===== src/rtl/dec_pkg.sv =====
package dec_pkg;
    localparam int SMP_W  = 16;
    localparam int DSEL_W = 5;
    localparam int MAX_D  = (1 << DSEL_W) - 1;
    localparam int CNT_W  = MAX_D;
    localparam int ACC_W  = SMP_W + MAX_D;
    localparam int ADDR_W = 8;

    localparam logic [ADDR_W-1:0] ADDR_TEMP = 8'h02;
    localparam logic [ADDR_W-1:0] ADDR_EXT  = 8'h04;
    localparam logic [ADDR_W-1:0] ADDR_MAIN = 8'h06;

    typedef logic signed [ACC_W-1:0] acc_t;

    typedef struct packed {
        logic [SMP_W-1:0] main_w;
        logic [SMP_W-1:0] ext_w;
    } result_t;

    function automatic acc_t widen(input logic [SMP_W-1:0] s);
        return {{(ACC_W-SMP_W){s[SMP_W-1]}}, s};
    endfunction

    function automatic result_t split_sum(input acc_t sum, input logic [DSEL_W-1:0] d);
        logic signed [ACC_W+SMP_W-1:0] wide;
        result_t r;
        wide     = $signed({sum, {SMP_W{1'b0}}}) >>> d;
        r.main_w = wide[2*SMP_W-1:SMP_W];
        r.ext_w  = wide[SMP_W-1:0];
        return r;
    endfunction

    function automatic logic [CNT_W-1:0] last_index(input logic [DSEL_W-1:0] d);
        return {CNT_W{1'b1}} >> (CNT_W - int'(d));
    endfunction
endpackage


===== src/rtl/dec_window_ctrl.sv =====
module dec_window_ctrl
    import dec_pkg::*;
(
    input  logic              clk,
    input  logic              rst,
    input  logic              smp_valid,
    input  logic [DSEL_W-1:0] dec_sel,
    output logic              restart,
    output logic              accept,
    output logic              win_last,
    output logic [DSEL_W-1:0] cur_dec
);
    logic [CNT_W-1:0] cnt_q;

    always_comb begin
        restart  = (dec_sel != cur_dec);
        accept   = smp_valid && !restart;
        win_last = accept && (cnt_q == last_index(cur_dec));
    end

    always_ff @(posedge clk) begin
        if (rst) begin
            cnt_q   <= '0;
            cur_dec <= '0;
        end else if (restart) begin
            cnt_q   <= '0;
            cur_dec <= dec_sel;
        end else if (accept) begin
            cnt_q <= win_last ? '0 : cnt_q + 1'b1;
        end
    end
endmodule


===== src/rtl/dec_accum.sv =====
module dec_accum
    import dec_pkg::*;
(
    input  logic             clk,
    input  logic             rst,
    input  logic             restart,
    input  logic             accept,
    input  logic             win_last,
    input  logic [SMP_W-1:0] smp_data,
    output acc_t             sum_now
);
    acc_t acc_q;

    always_comb sum_now = acc_q + widen(smp_data);

    always_ff @(posedge clk) begin
        if (rst || restart) begin
            acc_q <= '0;
        end else if (accept) begin
            acc_q <= win_last ? '0 : sum_now;
        end
    end
endmodule


===== src/rtl/dec_read_mux.sv =====
module dec_read_mux
    import dec_pkg::*;
(
    input  logic [ADDR_W-1:0] rd_addr,
    input  logic [SMP_W-1:0]  temp_data,
    input  result_t           res,
    output logic [SMP_W-1:0]  rd_data
);
    always_comb begin
        unique case (rd_addr)
            ADDR_TEMP: rd_data = temp_data;
            ADDR_EXT:  rd_data = res.ext_w;
            ADDR_MAIN: rd_data = res.main_w;
            default:   rd_data = '0;
        endcase
    end
endmodule


===== src/rtl/rate_decimator.sv =====
module rate_decimator
    import dec_pkg::*;
(
    input  logic              clk,
    input  logic              rst,
    input  logic              smp_valid,
    input  logic [SMP_W-1:0]  smp_data,
    input  logic [DSEL_W-1:0] dec_sel,
    input  logic [SMP_W-1:0]  temp_data,
    input  logic [ADDR_W-1:0] rd_addr,
    output logic [SMP_W-1:0]  rd_data,
    output logic              res_valid,
    output logic [SMP_W-1:0]  res_main,
    output logic [SMP_W-1:0]  res_ext
);
    logic              restart, accept, win_last;
    logic [DSEL_W-1:0] cur_dec;
    acc_t              sum_now;
    result_t           res_q, res_d;

    dec_window_ctrl u_ctrl (
        .clk(clk), .rst(rst), .smp_valid(smp_valid), .dec_sel(dec_sel),
        .restart(restart), .accept(accept), .win_last(win_last), .cur_dec(cur_dec)
    );

    dec_accum u_acc (
        .clk(clk), .rst(rst), .restart(restart), .accept(accept),
        .win_last(win_last), .smp_data(smp_data), .sum_now(sum_now)
    );

    always_comb res_d = split_sum(sum_now, cur_dec);

    always_ff @(posedge clk) begin
        if (rst) begin
            res_q     <= '0;
            res_valid <= 1'b0;
        end else begin
            res_valid <= win_last;
            if (win_last) res_q <= res_d;
        end
    end

    always_comb begin
        res_main = res_q.main_w;
        res_ext  = res_q.ext_w;
    end

    dec_read_mux u_rd (
        .rd_addr(rd_addr), .temp_data(temp_data), .res(res_q), .rd_data(rd_data)
    );
endmodule


===== config.mk =====
export PLATFORM = sky130hd
export DESIGN_NAME = rate_decimator
export DESIGN_NICKNAME = d
export VERILOG_FILES = /design/src/rtl/dec_pkg.sv /design/src/rtl/dec_window_ctrl.sv /design/src/rtl/dec_accum.sv /design/src/rtl/dec_read_mux.sv /design/src/rtl/rate_decimator.sv
export SDC_FILE = /design/constraint.sdc
export NUM_CORES = 1
export LEC_CHECK = 0
export BUFFER_PORTS_ARGS = -buffer_cell sky130_fd_sc_hd__buf_2
export CORE_MARGIN = 2
export CORE_UTILIZATION = 47
export DETAILED_ROUTE_END_ITERATION = 6
export PLACE_DENSITY = 0.65
export REMOVE_ABC_BUFFERS = 1
export SLEW_MARGIN = 5
export SYNTH_ARGS = -nofsm -noshare
export SYNTH_HDL_FRONTEND = slang
export SYNTH_HIERARCHICAL = 1
export SYNTH_SLANG_ARGS = --single-unit

===== constraint.sdc =====
create_clock -name clk -period 7.5 [get_ports clk]
set_input_delay 0.375 -clock clk [delete_from_list [all_inputs] [get_ports clk]]
set_output_delay 0.375 -clock clk [all_outputs]
set_load 0.005 [all_outputs]

==> results.txt, run 1 <==
#FFs+latches synth -> 116
Hold_buf cts -> 0
Yosys warnings -> 6
Worst Path Max Fanout -> 41
RR Endpoint -> res_main[14]
Largest net degree at the start of global routing -> 81
Placed cell areas -> 11200 um2
Layout area overhead -> 10.0%
Leakage power -> 4.62 nW
Worst R2R Setup Slack -> 2.71 ns
CTS tree -> built
Nets -> 1352
Non-filler cells, final -> 1554
Initial core utilization -> 47.7%
Hold Path Depth -> 2
Vias -> 9839
Layout cell share with drive strength beyond 1 -> 21.1%
Routed Antenna Nets -> 0
Die H -> 155 um
Synth Area per Inst -> 8.81 um2
Post-synth EDFFs -> 0
DRC -> 0
Initial antenna violation count -> 0
Hpwl dp -> 22.2 mm
Hold wc startpoint -> dec_sel[3]
Final Cycle Share -> 63.9%
RR Startpoint -> u_ctrl/cur_dec[1]
CTS Root Cell -> clkbuf_16
Initial DRC count -> 847
Resized cells post-CTS -> 0
CTS clk-pin slew, worst paths -> 0.06 ns
Inserted Clock Buffers -> 17
Placed cells -> 1522
Via density -> 6.33
Hold Path Sink -> u_ctrl/cur_dec[3]
DR WL/cell -> 19.6 um
Max_slew headroom -> 16.9%
Crit path time final -> 4.79 ns
Crit. End Element -> register
Reg2reg path depth -> 12
Clk_skew -> 0.00840 ns
GRT Resource Usage Total -> 25.4%
Pin slew with the least headroom to its limit -> 1.25 ns
Hold WC Path Type -> input pin to register
Drt first pass iters -> 7
Die area -> 24000 um2
Req. time, crit path -> 7.83 ns
PwrDens -> 152 nW/um2
Overall power -> 1.79 mW
Worst-Skew Late Latency -> 0.43 ns
Setup crit start kind -> register
Mapped Cells -> 1217
Antenna diodes -> 0
CTS sink cnt -> 116
H-tree depth -> 4
Core area -> 22500 um2
Peak supply drop -> 0.000113 V
Grt ovf -> 0
Via count of the first global-routing pass -> 9043
Maximum clock insertion buffer count -> 2
RSZ-0062 raised after global routing -> no
Max Freq -> 0.209 GHz
Die W -> 155 um
Data arrival, critical path -> 5.12 ns
Post-CTS setup buffer count -> 0
Mapped Area -> 10700 um2
Status -> finished, final reports clean
Slew Limit Fails -> 0
Max-cap violations -> 0
Final WL -> 30.4 mm
Final instance area -> 11800 um2
Gpl congestion -> 0.935
Endpoints failing hold -> 0
Global-route wire length before repair -> 49.5 mm
Boundary pin count -> 97
Post-synthesis async set-or-reset flop share -> 0%
Critical path type -> register to register
Most used DFF post-synth -> dfxtp_1
Sequential fraction of the synthesis area -> 21.6%
Sum Neg Setup Slack -> 0 ns
Port buffer count -> 96
Distinct cells, synth -> 89
FP Rows -> 55
Final setup violation count -> 0
## critical path, cell delays in order (launching register included)
cell       delay (ns)
dfxtp_2          0.80
buf_4            0.49
nand2_1          0.19
a221oi_1         0.35
a32oi_1          0.11
a2111oi_2        0.33
nand4_1          0.25
nor2_2           0.14
buf_4            0.39
nand2_1          0.42
nor3b_1          0.78
a22oi_1          0.20
a41oi_1          0.24
## final cells by class
class,count,area (um2)
Inverter,24,90.1
Sequential cell,116,2330
Fill cell,2095,10700
Timing Repair Buffer,104,541
Clock buffer,18,450
Multi-Input combinational cell,993,7860
Tap cell,285,357
Clock inverter,14,165
## layer usage
metal	routed length (um)	share of wire, %	GRT usage [%]
met1	14400	47	37.6
met2	13400	44	38.2
met3	1810	5.9	2.95
met4	819	2.7	9.30
met5	0	0	0
## cells in the mapped netlist, types with 4 or more instances
cell type / number / share of area [%]
ha_1: 47 / 5.5
nand4_1: 27 / 1.6
a221oi_1: 11 / 0.90
mux4_2: 59 / 12
nor2b_1: 46 / 2.7
mux2i_1: 11 / 1.0
mux4_1: 8 / 2.0
o21ai_0: 37 / 1.7
o2111ai_1: 5 / 0.41
buf_6: 7 / 0.73
o21bai_1: 13 / 0.91
a21oi_1: 108 / 5.0
clkbuf_1: 46 / 1.6
nand3_1: 25 / 1.2
buf_2: 17 / 0.79
xor2_1: 41 / 3.3
a211oi_1: 5 / 0.35
inv_1: 23 / 0.80
nor2_1: 124 / 4.3
xnor2_1: 42 / 3.4
a31oi_1: 9 / 0.52
a21o_1: 32 / 2.2
o211ai_1: 10 / 0.70
nor3b_1: 4 / 0.28
and3_1: 10 / 0.58
and4_1: 4 / 0.33
or2_2: 5 / 0.29
a22oi_1: 9 / 0.63
dfxtp_1: 116 / 22
a22oi_2: 8 / 0.93
o21a_1: 7 / 0.49
buf_4: 6 / 0.42
mux2_4: 8 / 1.1
a2111oi_0: 4 / 0.33
o22ai_1: 19 / 1.1
nor3_1: 25 / 1.2
a22o_1: 26 / 2.1
nand2b_1: 16 / 0.93
and2_1: 7 / 0.41
nand2_1: 76 / 2.7
buf_1: 5 / 0.17
o31ai_1: 6 / 0.42
mux2_2: 23 / 2.4
nor4_1: 9 / 0.52
nand3b_1: 5 / 0.35
## logic make-up after synthesis
family | count (synthesis) | synth area share [%]
adder cells (fa/ha/maj) | 48 | 5.67
buffers and inverters | 108 | 5.09
XOR/XNOR | 83 | 6.78
flip-flops | 116 | 21.6
AND/OR/NAND/NOR | 398 | 18.5
multiplexers | 110 | 19.0
AO/OA/AOI/OAI | 354 | 23.3
## report_power, final
group	leakage [nW]	total (mW)	internal [mW]	switching (mW)
combinational	3.39	0.286	0.133	0.153
clock	0.296	0.865	0.519	0.347
sequential	0.937	0.638	0.617	0.0210
total	4.62	1.79	1.27	0.521
## worst max-delay path by stage
stage,start,slack [ns],end,depth (start not counted)
floorplan,u_ctrl/cur_dec[0],1.12,u_acc/acc_q[39],11
global placement,u_ctrl/cur_dec[1],2.91,res_main[15],12
detailed placement,u_ctrl/cur_dec[1],2.79,res_main[14],12
CTS,u_ctrl/cur_dec[1],2.76,res_main[14],12
global route,u_ctrl/cur_dec[1],2.21,res_main[15],12
finish,u_ctrl/cur_dec[1],2.71,res_main[14],12
## flip-flops by register name (all words and copies together) (netlist names)
name,cells
u_ctrl/cnt_q,31
u_ctrl/cur_dec,5
res_ext,16
res_valid,1
u_acc/acc_q,47
res_main,16
## metrics by stage
| step | hold WS (ns) | worst slack [ns] | util (%) |
|---|---|---|---|
| final | 0.202 | 2.71 | 52.4 |
| after global routing | 0.222 | 2.21 | 52.4 |
| after CTS | 0.188 | 2.76 | 52.4 |
| after detailed placement | 0.458 | 2.79 | 49.7 |
| after global placement | 0.452 | 2.91 | 49.7 |
| after floorplan | 0.429 | 1.12 | - |
## cells in the final DEF (no fill, tap or decap), drive strengths merged, types with 10 or more instances in the layout
cell type,instances
mux2i,11
a21oi,109
a22o,26
o21ai,39
xor2,41
clkbuf,18
o22ai,19
inv,30
xnor2,42
ha,47
mux2,32
nand2,77
a21o,32
and3,10
a31oi,10
nor3,27
nor2b,47
dfxtp,116
o21bai,14
o211ai,10
nand2b,16
nand3,25
mux4,67
buf,104
nor2,127
a221oi,11
a22oi,17
nor4,10
nand4,27
Power figures use the tool's default switching activity.
==> inputs of run 2 (changes only) <==
--- a/config.mk
+++ b/config.mk
@@ -9,7 +9,7 @@
 export CORE_MARGIN = 2
 export CORE_UTILIZATION = 47
 export DETAILED_ROUTE_END_ITERATION = 6
-export PLACE_DENSITY = 0.65
+export PLACE_DENSITY = 0.68
 export REMOVE_ABC_BUFFERS = 1
 export SLEW_MARGIN = 5
 export SYNTH_ARGS = -nofsm -noshare
==> constraint.sdc (replaced) <==
create_clock -name clk -period 4.38 [get_ports clk]
set_input_delay 0.219 -clock clk [delete_from_list [all_inputs] [get_ports clk]]
set_output_delay 0.219 -clock clk [all_outputs]
set_load 0.005 [all_outputs]
==> run 2 against run 1 <==
The flow now finishes with violations (design-rule violations); non-clock buffer count increased by 15; global-route usage up 0.48 points; fmax increased by 17%; final cell count grew 0.97%; utilization increased by 0.73 points; flip-flop and latch count stayed put; clock power is 82% higher; largest cell class unchanged.
==> results.txt, run 2 (same netlist as run 1, synthesis figures left out) <==
GR Util met2 -> 40.2% (was 38.2%)
DRC -> 2 (was 0)
Inserted Clock Buffers -> 17 (unchanged)
Met1 usage -> 37.3% (was 37.6%)
Data arrival, critical path -> 4.37 ns (was 5.12 ns)
Largest net degree at the start of global routing -> 54 (was 81)
Most used routing layer -> met2 (unchanged)
Pin slew with the least headroom to its limit -> 1.09 ns (was 1.25 ns)
Grt ovf -> 0 (unchanged)
Final setup violation count -> 0 (unchanged)
Peak supply drop -> 0.000242 V (was 0.000113 V)
Cell Chain, Critical Path -> ha_1 > a211oi_2 > nor2_1 > o31a_4 > a41o_1 > a31o_4 > a311oi_1 > a21oi_1 > xor2_1 > mux4_2 > mux4_2 > o22ai_1 > nor3_1 (was buf_4 > nand2_1 > a221oi_1 > a32oi_1 > a2111oi_2 > nand4_1 > nor2_2 > buf_4 > nand2_1 > nor3b_1 > a22oi_1 > a41oi_1)
Layout area overhead -> 11.5% (was 10.0%)
Drt first pass iters -> 7 (unchanged)
Worst-Skew Late Latency -> 0.42 ns (was 0.43 ns)
Worst slack at placement -> 0.221 ns (was 2.79 ns)
Slew Limit Fails -> 0 (unchanged)
Final WL -> 31.2 mm (was 30.4 mm)
Most frequent cells in the layout -> nor2_1 (123), dfxtp_1 (112), a21oi_1 (108) (unchanged)
Die H -> 155 um (unchanged)
Biggest register -> u_acc/acc_q (unchanged)
Resized cells post-CTS -> 0 (unchanged)
FP Rows -> 55 (unchanged)
Max-cap violations -> 0 (unchanged)
Status -> complete, but fails checks (was finished, final reports clean)
Routed Antenna Nets -> 0 (unchanged)
Hold_ws -> 0.0377 ns (was 0.202 ns)
Critical path type -> register to register (unchanged)
Vias -> 10004 (was 9839)
Post-CTS setup buffer count -> 0 (unchanged)
Layout cell share with drive strength beyond 1 -> 22.0% (was 21.1%)
Leakage power -> 4.71 nW (was 4.62 nW)
CTS tree -> built (unchanged)
Crit. End Element -> register (unchanged)
Setup crit start kind -> register (unchanged)
Crit path time final -> 4.10 ns (was 4.79 ns)
Layout Utilization -> 53.2% (was 52.4%)
Slowest CP cell -> mux4_2 (was dfxtp_2)
CP delay by family, top -> compound AO/OA/AOI/OAI gates (was simple AND/OR/NAND/NOR gates)
Initial DRC count -> 953 (was 847)
DR WL/cell -> 19.9 um (was 19.6 um)
Maximum clock insertion buffer count -> 2 (unchanged)
Initial core utilization -> 47.7% (unchanged)
Initial antenna violation count -> 0 (unchanged)
RSZ-0062 raised after global routing -> no (unchanged)
Core area -> 22500 um2 (unchanged)
Max Freq -> 0.244 GHz (was 0.209 GHz)
Hold_buf cts -> 0 (unchanged)
CTS Root Cell -> clkbuf_16 (unchanged)
Placed cells -> 1537 (was 1522)
Most common cell type on the critical path -> mux4_2
Req. time, crit path -> 4.65 ns (was 7.83 ns)
Buf+Inv Stages, Crit Path -> 0 (was 2)
Placed cell areas -> 11300 um2 (was 11200 um2)
Failing checks -> design-rule violations
Sum Neg Setup Slack -> 0 ns (unchanged)
Nets -> 1367 (was 1352)
Endpoints failing hold -> 0 (unchanged)
Most common cell after layout, fill and taps aside -> nor2_1 (unchanged)
Gpl congestion -> 0.968 (was 0.935)
Die area -> 24000 um2 (unchanged)
Clk_skew -> 0.0113 ns (was 0.00840 ns)
Die W -> 155 um (unchanged)
Largest regs -> u_acc/acc_q x47, u_ctrl/cnt_q x31 (unchanged)
CTS sink cnt -> 116 (unchanged)
Final Cycle Share -> 93.7% (was 63.9%)
Via count of the first global-routing pass -> 9199 (was 9043)
Overall power -> 3.16 mW (was 1.79 mW)
Hold WC Path Type -> input pin to register (unchanged)
Crit path largest cell delay -> 0.58 ns (was 0.80 ns)
Global-route wire length before repair -> 50.0 mm (was 49.5 mm)
Via density -> 6.38 (was 6.33)
Hpwl dp -> 23.0 mm (was 22.2 mm)
Antenna diodes -> 0 (unchanged)
Boundary pin count -> 97 (unchanged)
Max_slew headroom -> 27.5% (was 16.9%)
GRT Resource Usage Total -> 25.9% (was 25.4%)
Port buffer count -> 96 (unchanged)
Met3 Use GR -> 3.62% (was 2.95%)
PwrDens -> 264 nW/um2 (was 152 nW/um2)
H-tree depth -> 4 (unchanged)
CTS clk-pin slew, worst paths -> 0.06 ns (about the same)
Non-filler cells, final -> 1569 (was 1554)
Worst setup margin -> 0.277 ns (was 2.71 ns)
Final instance area -> 12000 um2 (was 11800 um2)
Max reg flops -> 47 (unchanged)
Worst Path Max Fanout -> 5 (was 41)
run 2: per-layer routing:
metal	share of wire, %	wire [um]
met1	46	14500
met2	45	14100
met3	6.4	2010
met4	2.1	655
met5	0	0
run 2: path summary, 6_finish.rpt:
kind / startpoint / endpoint / slack (ns) / depth (start not counted)
worst max register to register: u_acc/acc_q[1] / res_main[4] / 0.28 / 13
worst min-delay path: dec_sel[4] / u_ctrl/cur_dec[4] / 0.04 / 2
worst max-delay path: u_acc/acc_q[1] / res_main[4] / 0.28 / 13
worst min register to register: u_acc/acc_q[41] / u_acc/acc_q[41] / 0.47 / 2
run 2: report_power, final:
part | switching (mW) | total [mW] | internal (mW)
clock network | 0.550 | 1.57 | 1.02
logic | 0.279 | 0.512 | 0.233
registers | 0.0242 | 1.08 | 1.06
total | 0.853 | 3.16 | 2.31
run 2: area by class of cell:
class                   instances  area (um2)
repair buffers                119         666
multi-input cells             993        7860
clock inverters                14         226
inverters                      24        90.1
flip-flops and latches        116        2330
fillers                      2097       10500
clock buffers                  18         429
well taps                     285         357
run 2: worst register-to-register path, stage by stage, from the launching register on:
cell,delay [ns]
dfxtp_1,0.39
ha_1,0.27
a211oi_2,0.19
nor2_1,0.10
o31a_4,0.33
a41o_1,0.30
a31o_4,0.29
a311oi_1,0.26
a21oi_1,0.22
xor2_1,0.25
mux4_2,0.58
mux4_2,0.51
o22ai_1,0.18
nor3_1,0.07
